$ cat config.mk
export PLATFORM = sky130hd
export DESIGN_NAME = irqc_top
export DESIGN_NICKNAME = d
export VERILOG_FILES = /design/src/rtl/irqc_pkg.sv /design/src/rtl/irqc_pin_sense.sv /design/src/rtl/irqc_pend_cell.sv /design/src/rtl/irqc_prio_pick.sv /design/src/rtl/irqc_svc_track.sv /design/src/rtl/irqc_top.sv
export SDC_FILE = /design/constraint.sdc
export NUM_CORES = 1
export LEC_CHECK = 0
export BUFFER_PORTS_ARGS = -buffer_cell sky130_fd_sc_hd__buf_2
export CORE_MARGIN = 1.5
export CORE_UTILIZATION = 45
export CTS_CLUSTER_DIAMETER = 50
export DETAILED_ROUTE_END_ITERATION = 6
export PLACE_DENSITY = 0.76
export SYNTH_ARGS = -nofsm -noshare
export SYNTH_HDL_FRONTEND = slang
export SYNTH_SLANG_ARGS = --single-unit
$ cat constraint.sdc
create_clock -name clk -period 2.75 [get_ports clk]
set_clock_uncertainty 0.05 [all_clocks]
set_input_delay 0.55 -clock clk [delete_from_list [all_inputs] [get_ports clk]]
set_output_delay 0.55 -clock clk [all_outputs]
set_load 0.01 [all_outputs]
$ cat src/rtl/irqc_pkg.sv
package irqc_pkg;
  localparam int NSRC = 8;
  localparam int NPIN = 3;
  localparam int NINT = 3;
  localparam int ID_W = $clog2(NSRC);

  typedef enum logic [1:0] {SRC_EXT, SRC_SOFT, SRC_INT} src_kind_e;

  function automatic src_kind_e kind_of(int idx);
    if (idx <= 2) return SRC_EXT;
    if (idx <= 4) return SRC_SOFT;
    return SRC_INT;
  endfunction

  // pin 2 carries the shared peripheral request and lands on source 1
  function automatic int pin_of(int idx);
    if (idx == 1) return 2;
    if (idx == 2) return 1;
    return 0;
  endfunction

  function automatic int line_of(int idx);
    return (idx >= 5) ? idx - 5 : 0;
  endfunction

  function automatic logic [ID_W-1:0] lowest_set(logic [NSRC-1:0] v);
    logic [ID_W-1:0] r;
    r = '0;
    for (int i = NSRC - 1; i >= 0; i--)
      if (v[i]) r = ID_W'(i);
    return r;
  endfunction

  function automatic logic [NSRC-1:0] lowest_bit(logic [NSRC-1:0] v);
    return v & (~v + NSRC'(1));
  endfunction
endpackage

$ cat src/rtl/irqc_pin_sense.sv
module irqc_pin_sense #(
  parameter int NP = 3
) (
  input  logic          clk,
  input  logic          rst_n,
  input  logic [NP-1:0] pin_n,
  input  logic [NP-1:0] edge_mode,
  output logic [NP-1:0] fall_set,
  output logic [NP-1:0] lvl_req
);
  logic [NP-1:0] pin_q;

  always_ff @(posedge clk or negedge rst_n) begin
    if (!rst_n) pin_q <= '1;
    else        pin_q <= pin_n;
  end

  assign fall_set = pin_q & ~pin_n & edge_mode;
  assign lvl_req  = ~pin_n & ~edge_mode;
endmodule

$ cat src/rtl/irqc_pend_cell.sv
module irqc_pend_cell (
  input  logic clk,
  input  logic rst_n,
  input  logic set_evt,
  input  logic lvl_req,
  input  logic clr,
  input  logic ack_clr,
  output logic pend
);
  logic lat_q;

  always_ff @(posedge clk or negedge rst_n) begin
    if (!rst_n) lat_q <= 1'b0;
    else        lat_q <= (lat_q & ~(clr | ack_clr)) | set_evt;
  end

  assign pend = lat_q | lvl_req;
endmodule

$ cat src/rtl/irqc_prio_pick.sv
module irqc_prio_pick
  import irqc_pkg::*;
(
  input  logic [NSRC-1:0] cand,
  input  logic [NSRC-1:0] active,
  input  logic            nest_en,
  output logic            valid,
  output logic [ID_W-1:0] id
);
  logic [ID_W-1:0] act_id;
  logic            idle;

  assign id     = lowest_set(cand);
  assign act_id = lowest_set(active);
  assign idle   = (active == '0);
  assign valid  = (|cand) && (idle || (nest_en && (id < act_id)));
endmodule

$ cat src/rtl/irqc_svc_track.sv
module irqc_svc_track
  import irqc_pkg::*;
(
  input  logic            clk,
  input  logic            rst_n,
  input  logic            take,
  input  logic [ID_W-1:0] take_id,
  input  logic            rti,
  output logic [NSRC-1:0] active
);
  logic [NSRC-1:0] done_mask;
  logic [NSRC-1:0] new_mask;

  assign done_mask = rti  ? lowest_bit(active) : '0;
  assign new_mask  = take ? (NSRC'(1) << take_id) : '0;

  always_ff @(posedge clk or negedge rst_n) begin
    if (!rst_n) active <= '0;
    else        active <= (active & ~done_mask) | new_mask;
  end
endmodule

$ cat src/rtl/irqc_top.sv
module irqc_top
  import irqc_pkg::*;
#(
  parameter int VEC_W      = 8,
  parameter int VEC_STRIDE = 4,
  parameter int WORD_W     = 16
) (
  input  logic              clk,
  input  logic              rst_n,
  input  logic              wr_en,
  input  logic              wr_sel,
  input  logic [WORD_W-1:0] wr_data,
  input  logic [NPIN-1:0]   irq_pin_n,
  input  logic [NINT-1:0]   int_req,
  input  logic [NSRC-1:0]   mask,
  input  logic              ack,
  input  logic              rti,
  output logic              irq_valid,
  output logic [ID_W-1:0]   irq_id,
  output logic [VEC_W-1:0]  irq_vec
);
  localparam int NEST_BIT = 4;

  logic [NPIN-1:0] edge_mode;
  logic            nest_en;
  logic            wr_fc;
  logic            wr_ctl;
  logic [NSRC-1:0] force_bits;
  logic [NSRC-1:0] clr_bits;
  logic [NSRC-1:0] pend;
  logic [NSRC-1:0] active;
  logic [NPIN-1:0] fall_set;
  logic [NPIN-1:0] lvl_req;
  logic            take;

  assign wr_fc      = wr_en & ~wr_sel;
  assign wr_ctl     = wr_en & wr_sel;
  assign force_bits = wr_fc ? wr_data[2*NSRC-1:NSRC] : '0;
  assign clr_bits   = wr_fc ? wr_data[NSRC-1:0]      : '0;
  assign take       = ack & irq_valid;

  always_ff @(posedge clk or negedge rst_n) begin
    if (!rst_n) begin
      edge_mode <= '0;
      nest_en   <= 1'b0;
    end else if (wr_ctl) begin
      edge_mode <= wr_data[NPIN-1:0];
      nest_en   <= wr_data[NEST_BIT];
    end
  end

  irqc_pin_sense #(.NP(NPIN)) u_pins (
    .clk(clk), .rst_n(rst_n), .pin_n(irq_pin_n), .edge_mode(edge_mode),
    .fall_set(fall_set), .lvl_req(lvl_req)
  );

  for (genvar i = 0; i < NSRC; i++) begin : g_src
    logic set_evt;
    logic lvl_i;
    logic ack_i;
    if (kind_of(i) == SRC_EXT) begin : g_ext
      assign set_evt = fall_set[pin_of(i)] | force_bits[i];
      assign lvl_i   = lvl_req[pin_of(i)];
    end else if (kind_of(i) == SRC_INT) begin : g_int
      assign set_evt = int_req[line_of(i)] | force_bits[i];
      assign lvl_i   = 1'b0;
    end else begin : g_soft
      assign set_evt = force_bits[i];
      assign lvl_i   = 1'b0;
    end
    assign ack_i = take && (irq_id == ID_W'(i));
    irqc_pend_cell u_cell (
      .clk(clk), .rst_n(rst_n), .set_evt(set_evt), .lvl_req(lvl_i),
      .clr(clr_bits[i]), .ack_clr(ack_i), .pend(pend[i])
    );
  end

  irqc_prio_pick u_pick (
    .cand(pend & mask), .active(active), .nest_en(nest_en),
    .valid(irq_valid), .id(irq_id)
  );

  irqc_svc_track u_svc (
    .clk(clk), .rst_n(rst_n), .take(take), .take_id(irq_id), .rti(rti),
    .active(active)
  );

  assign irq_vec = VEC_W'(irq_id) * VEC_W'(VEC_STRIDE);
endmodule

# ---- After elaboration in Yosys (flattened, before gate mapping)
# Cells that the tools add are included.
# Widths: inputs -> output; s select.
dict set report op_classes {
  n_addsub 1
  order_cmp 1
  n_eq_ne 7
  shifts 1
  mux 20
  bitwise_logic 56
  reduce_logical 14
}
# operator n
set ops {}
lappend ops {{$mux 3} 16}
lappend ops {{$mux 8} 4}
lappend ops {{$or 1x1->1} 25}
lappend ops {{$and 8x8->8} 3}
lappend ops {{$not 8->8} 2}
lappend ops {{$eq 3x3->1 const B} 4}
lappend ops {{$and 1x1->1} 11}
lappend ops {{$logic_and 1x1->1} 10}
lappend ops {{$and 3x3->3} 3}
lappend ops {{$not 1->1} 9}
lappend ops {{$add 8x1->8 const B} 1}
lappend ops {{$logic_not 8->1} 1}
lappend ops {{$or 8x8->8} 1}
lappend ops {{$reduce_or 8->1} 1}
lappend ops {{$shl 1x3->8 const A} 1}
lappend ops {{$eq 3x2->1 const B} 2}
lappend ops {{$not 3->3} 2}
lappend ops {{$eq 3x1->1 const B} 1}
lappend ops {{$logic_not 3->1} 1}
lappend ops {{$lt 3x3->1} 1}
lappend ops {{$logic_or 1x1->1} 1}
dict set report totals {
  reg_bits 23
  in_bits 36
}

# ---- Logic depth before layout (Yosys ltp)
dict set report logic_depth {
  depth_word 22
  ltp_mapped 10
  depth_no_buf 10
}

# ---- By module
# A second synthesis with hierarchy kept.
dict set report hier_totals {
  hier_cells 166
  hier_area_um2 1508.9
}
# mod instances cells_each area_each_um2
set by_module_without_submodules {}
lappend by_module_without_submodules {irqc_top 1 58 480.5}
lappend by_module_without_submodules {irqc_svc_track 1 32 350.3}
lappend by_module_without_submodules {irqc_pend_cell 8 4 42.5}
lappend by_module_without_submodules {irqc_prio_pick 1 35 221.5}
lappend by_module_without_submodules {irqc_pin_sense 1 9 116.4}

# ---- Least setup slack after synthesis
# Ideal clock, no wire load.
dict set report synth_path {
  kind {input port to flip-flop}
  startpoint {in irq_pin_n[0]}
  endpoint {reg g_src[3].u_cell.lat_q}
  arrival_ns 2.802
  path_slack_ns -0.223
  stages 9
  n_path_buf 0
  path_cell_list {o21bai_1 a22oi_1 a21boi_0 ha_1 o21ai_0 a32o_1 nand3_1 or3_1 a32o_1}
}
dict set report synth_via {
  elab_chain_cells 15
  word_cells_on_any_way 17
}
# element line_no
set synth_rtl {}
lappend synth_rtl {{from (decl)} irqc_top.sv:13} ;# input logic [NPIN-1:0] irq_pin_n,
lappend synth_rtl {{$not 3->3 (*)} irqc_pin_sense.sv:19} ;# assign lvl_req = ~pin_n & ~edge_mode;
lappend synth_rtl {{$and 3x3->3 (*)} irqc_pin_sense.sv:19}
lappend synth_rtl {{$or 1x1->1 (*)} irqc_pend_cell.sv:17} ;# assign pend = lat_q | lvl_req;
lappend synth_rtl {{$and 8x8->8 (*)} irqc_top.sv:79} ;# .cand(pend & mask), .active(active), .nest_en(nest_en),
lappend synth_rtl {{$mux 3 (*)} irqc_pkg.sv:30} ;# if (v[i]) r = ID_W'(i);
lappend synth_rtl {{net irq_id[1]} irqc_top.sv:19} ;# output logic [ID_W-1:0] irq_id,
lappend synth_rtl {{$lt 3x3->1} irqc_prio_pick.sv:16} ;# assign valid = (|cand) && (idle || (nest_en && (id < act_id)));
lappend synth_rtl {{$logic_and 1x1->1} irqc_prio_pick.sv:16}
lappend synth_rtl {{$logic_or 1x1->1} irqc_prio_pick.sv:16}
lappend synth_rtl {{$logic_and 1x1->1} irqc_prio_pick.sv:16}
lappend synth_rtl {{$and 1x1->1} irqc_top.sv:40} ;# assign take = ack & irq_valid;
lappend synth_rtl {{$logic_and 1x1->1 (*)} irqc_top.sv:71} ;# assign ack_i = take && (irq_id == ID_W'(i));
lappend synth_rtl {{$or 1x1->1 (*)} irqc_pend_cell.sv:14} ;# else lat_q <= (lat_q & ~(clr | ack_clr)) | set_evt;
lappend synth_rtl {{$not 1->1 (*)} irqc_pend_cell.sv:14}
lappend synth_rtl {{$and 1x1->1 (*)} irqc_pend_cell.sv:14}
lappend synth_rtl {{$or 1x1->1 (*)} irqc_pend_cell.sv:14}
lappend synth_rtl {{to (signal assigned)} irqc_pend_cell.sv:14}
lappend synth_rtl {{to (decl)} irqc_pend_cell.sv:10} ;# logic lat_q;
# Mark *: on every way through the listed nets, which the timed path passes. The rest lies on a longest branch.
# A chain may end at the register's enable or synchronous reset.

# ---- Worst setup path in the final report
dict set report layout_path {
  startpoint {reg g_src[0].u_cell.lat_q}
  endpoint {out irq_valid}
}
dict set report layout_via {
  elab_chain_cells 7
  word_cells_on_any_way 8
}
# element line_no
set layout_rtl {}
lappend layout_rtl {{from (decl)} irqc_pend_cell.sv:10}
lappend layout_rtl {{from (signal assigned)} irqc_pend_cell.sv:14}
lappend layout_rtl {{$or 1x1->1 (*)} irqc_pend_cell.sv:17}
lappend layout_rtl {{$and 8x8->8 (*)} irqc_top.sv:79}
lappend layout_rtl {{$mux 3} irqc_pkg.sv:30}
lappend layout_rtl {{$lt 3x3->1} irqc_prio_pick.sv:16}
lappend layout_rtl {{$logic_and 1x1->1} irqc_prio_pick.sv:16}
lappend layout_rtl {{$logic_or 1x1->1} irqc_prio_pick.sv:16}
lappend layout_rtl {{$logic_and 1x1->1 (*)} irqc_prio_pick.sv:16}
lappend layout_rtl {{to (decl)} irqc_top.sv:18} ;# output logic irq_valid,
# Every way passes the cells marked *; elsewhere a longest branch is shown, timed or not.

==> results.toml <==
[setup_path]
crit_path_end_kind = "output pin"
required_ns = 2.15
slowest_delay_ns = 0.41
critPathArrivalTime_ns = 2.24
rr_startpoint = "g_src[0].u_cell.lat_q"
r2r_slack_ns = 0.10
reg2reg_to = "g_src[0].u_cell.lat_q"
timing.critical_path.fanout_max = 3
cpMaxStageDelayCell = "dfrtp_1"
reg2reg_depth = 12
path_class = "flop to output pin"
crit_chain = "o21bai_4, a22oi_2, and2_4, nor2b_4, ha_4, nand2_2, a32oi_2, a221oi_2, buf_2"
start_kind = "flop"

[timing]
slew_violations = 0
timing.slew.headroom_pct = 56.8
period_share_pct = 103
fin_crit_ns = 2.84
postLayoutSetupSlackWorst_ns = -0.0852
hold_violations = 0
rsz0062_at_grt = "yes"
fmax_mhz = 353
worst_slew_pin_slew_ns = 0.647
setup_viol = 1

[yosys]
synth_top_family_by_area = "compound AO/OA/AOI/OAI gates"
synth_mux_area_share_pct = 3.24
yosysWarnings = 0
synth_xor_xnor_area_share_pct = 0
synth_seq_area_share_pct = 41.7
synth_ff_type = "dfrtp_1"
synth_cell_type_count = 43
synth-seq-cells = 23
netlist_instances = 156
yosys.area_share.adder_pct = 1.80
syn_area_um2 = 1390
async_flop_share_pct = 100
synth-simple-area-share_pct = 22.2
syn_avg_cell_area_um2 = 8.90
synth-compound-area-share_pct = 24.6
synth-edff-count = 0

[power]
power.total_w = 0.00214
power_per_cell_area_nw_per_um2 = 1120
p_leak_nw = 0.910
peakVddDrop_v = 0.000457

[die]
ios = 48
die-area_um2 = 3430
initial_utilization_pct = 48.7
core_area_um2 = 2850
die_x_um = 58.6
die_h_um = 58.6
rows = 19

[layout]
final_nets = 262
drive_gt1_share_pct = 43.0
layout_common_cells = "buf_2, nand2_1, buf_4, dfrtp_1, o21ai_1"
area_growth_pct = 37.0
final_common_cell = "buf_2"
fin_cells = 254
num_antenna_cells = 0

[place]
gp_congestion = 0.855
dp_hpwl_um = 3110
dp.cells = 239
io_buffers = 42

[route]
postRouteAntennaNets = 0
vias_per_cell = 5.76
firstDrtPassIters = 4
avgRoutedWirePerCell_um = 16.1
drc = 0
vias = 1463
dr.first_iter.drc_count = 85
wl_um = 4100

[cts]
cts_tree = "done"
ctsHoldBuffers = 0
cts_root_buf = "clkbuf_4"
h-tree-depth = 1
clock_path_buffers = 2
clkTransAtPathRegs_ns = 0.13
clkSinkCount = 23
clk_latency_ns = 0.30
numCtsBuffers = 3

[outcome]
status = "finished, violations left"
violations = "negative setup slack"

[global_route]
grt_pass1_vias = 1456
grt_util_all_layers_pct = 25.5
grt_pass1_wl_um = 6620
grt_antenna_before_repair = 0
grt.overflow.total = 0
grt_max_degree = 24

[job]
maxCapViolations = 0

[min_path]
hp-class = "input port to asynchronous set/reset pin"
how the worst max path moves through the flow:
stage                                     start                    end
final                     g_src[0].u_cell.lat_q              irq_valid
after global routing      g_src[0].u_cell.lat_q              irq_valid
after CTS                 g_src[0].u_cell.lat_q              irq_valid
after detailed placement           irq_pin_n[0]  g_src[2].u_cell.lat_q
after global placement             irq_pin_n[0]  g_src[2].u_cell.lat_q
after floorplan                    irq_pin_n[0]  g_src[2].u_cell.lat_q
sequential cells by signal (all words and copies together), names as in the netlist:
register and flops:
u_pins.pin_q 3, edge_mode 3, g_src.u_cell.lat_q 8, u_svc.active 8
nest_en 1
per-stage QoR:
step | hold slack (ns) | cell area [um^2] | setup slack [ns] | setup TNS [ns] | util [%]
after global routing | 0.178 | 1900 | -0.167 | -0.167 | 66.7
after floorplan | 0.204 | 1420 | 0.0411 | 0 | -
after detailed placement | 0.466 | 1730 | -0.143 | -0.714 | 60.5
after global placement | 0.457 | 1730 | -0.0768 | -0.169 | 60.5
after CTS | 0.160 | 1850 | -0.0497 | -0.0497 | 64.9
final | 0.155 | 1900 | -0.0852 | -0.0852 | 66.7
report_power, final:
group	internal, W	switching (W)	leakage (nW)
sequential	0.000429	0.000113	0.272
clock	0.0000566	0.0000995	0.0150
combinational	0.000770	0.000671	0.623
total	0.00126	0.000883	0.910
critical path, delay by kind of cell (launching register included):
family                     cells  cell delay [ns]
AOI/OAI and AO/OA              4             0.70
adders and majority gates      1             0.22
and+or+nand+nor                3             0.42
buffers and inverters          1             0.18
DFF                            1             0.41
repair_timing:
item                                    CTS  global route
pin swaps                                 8             6
setup buffers                             5             6
endpoints found under the setup margin    1             5
resized for setup                        11             1
per-layer routing:
metal | vias to the layer above | GRT usage [%] | routed length (um)
met3 | 8 | 2.64 | 255
met4 | 0 | 9.97 | 47
met5 | - | 0 | 0
met1 | 687 | 33.1 | 1740
li1 | 685 | - | -
met2 | 83 | 43.7 | 2060
cells in the mapped netlist (2+ instances only):
library cell | n | share of area [%]
a21o_1 | 2 | 1.1
a21boi_0 | 2 | 1.1
a21oi_1 | 4 | 1.4
o211ai_1 | 3 | 1.6
mux2_2 | 4 | 3.2
o21ai_0 | 7 | 2.5
dfrtp_1 | 20 | 36
nand3_1 | 5 | 1.8
nor2_1 | 5 | 1.4
or3_1 | 2 | 0.90
a32o_1 | 2 | 1.4
inv_1 | 5 | 1.4
buf_4 | 8 | 4.3
nor2b_1 | 4 | 1.8
nand2b_1 | 2 | 0.90
o21ai_1 | 8 | 2.9
nand4_1 | 2 | 0.90
clkbuf_1 | 2 | 0.54
nand2_1 | 37 | 10
dfstp_2 | 3 | 5.7
and2_1 | 2 | 0.90
nor3_1 | 2 | 0.72
o21bai_1 | 4 | 2.2
ha_1 | 2 | 1.8
cell families after synthesis:
logic type | count (synthesis)
AND/OR/NAND/NOR | 64
buffers and inverters | 15
multiplexers | 4
flip-flops | 23
AO/OA/AOI/OAI | 47
adder cells (fa/ha/maj) | 2
other | 1
layout make-up:
class	count	area (um^2)
Timing Repair Buffer	69	413
Tap cell	31	38.8
Multi-Input combinational cell	122	827
Fill cell	227	950
Sequential cell	23	579
Clock buffer	4	26.3
Inverter	5	18.8
Power figures use the tool's default switching activity.
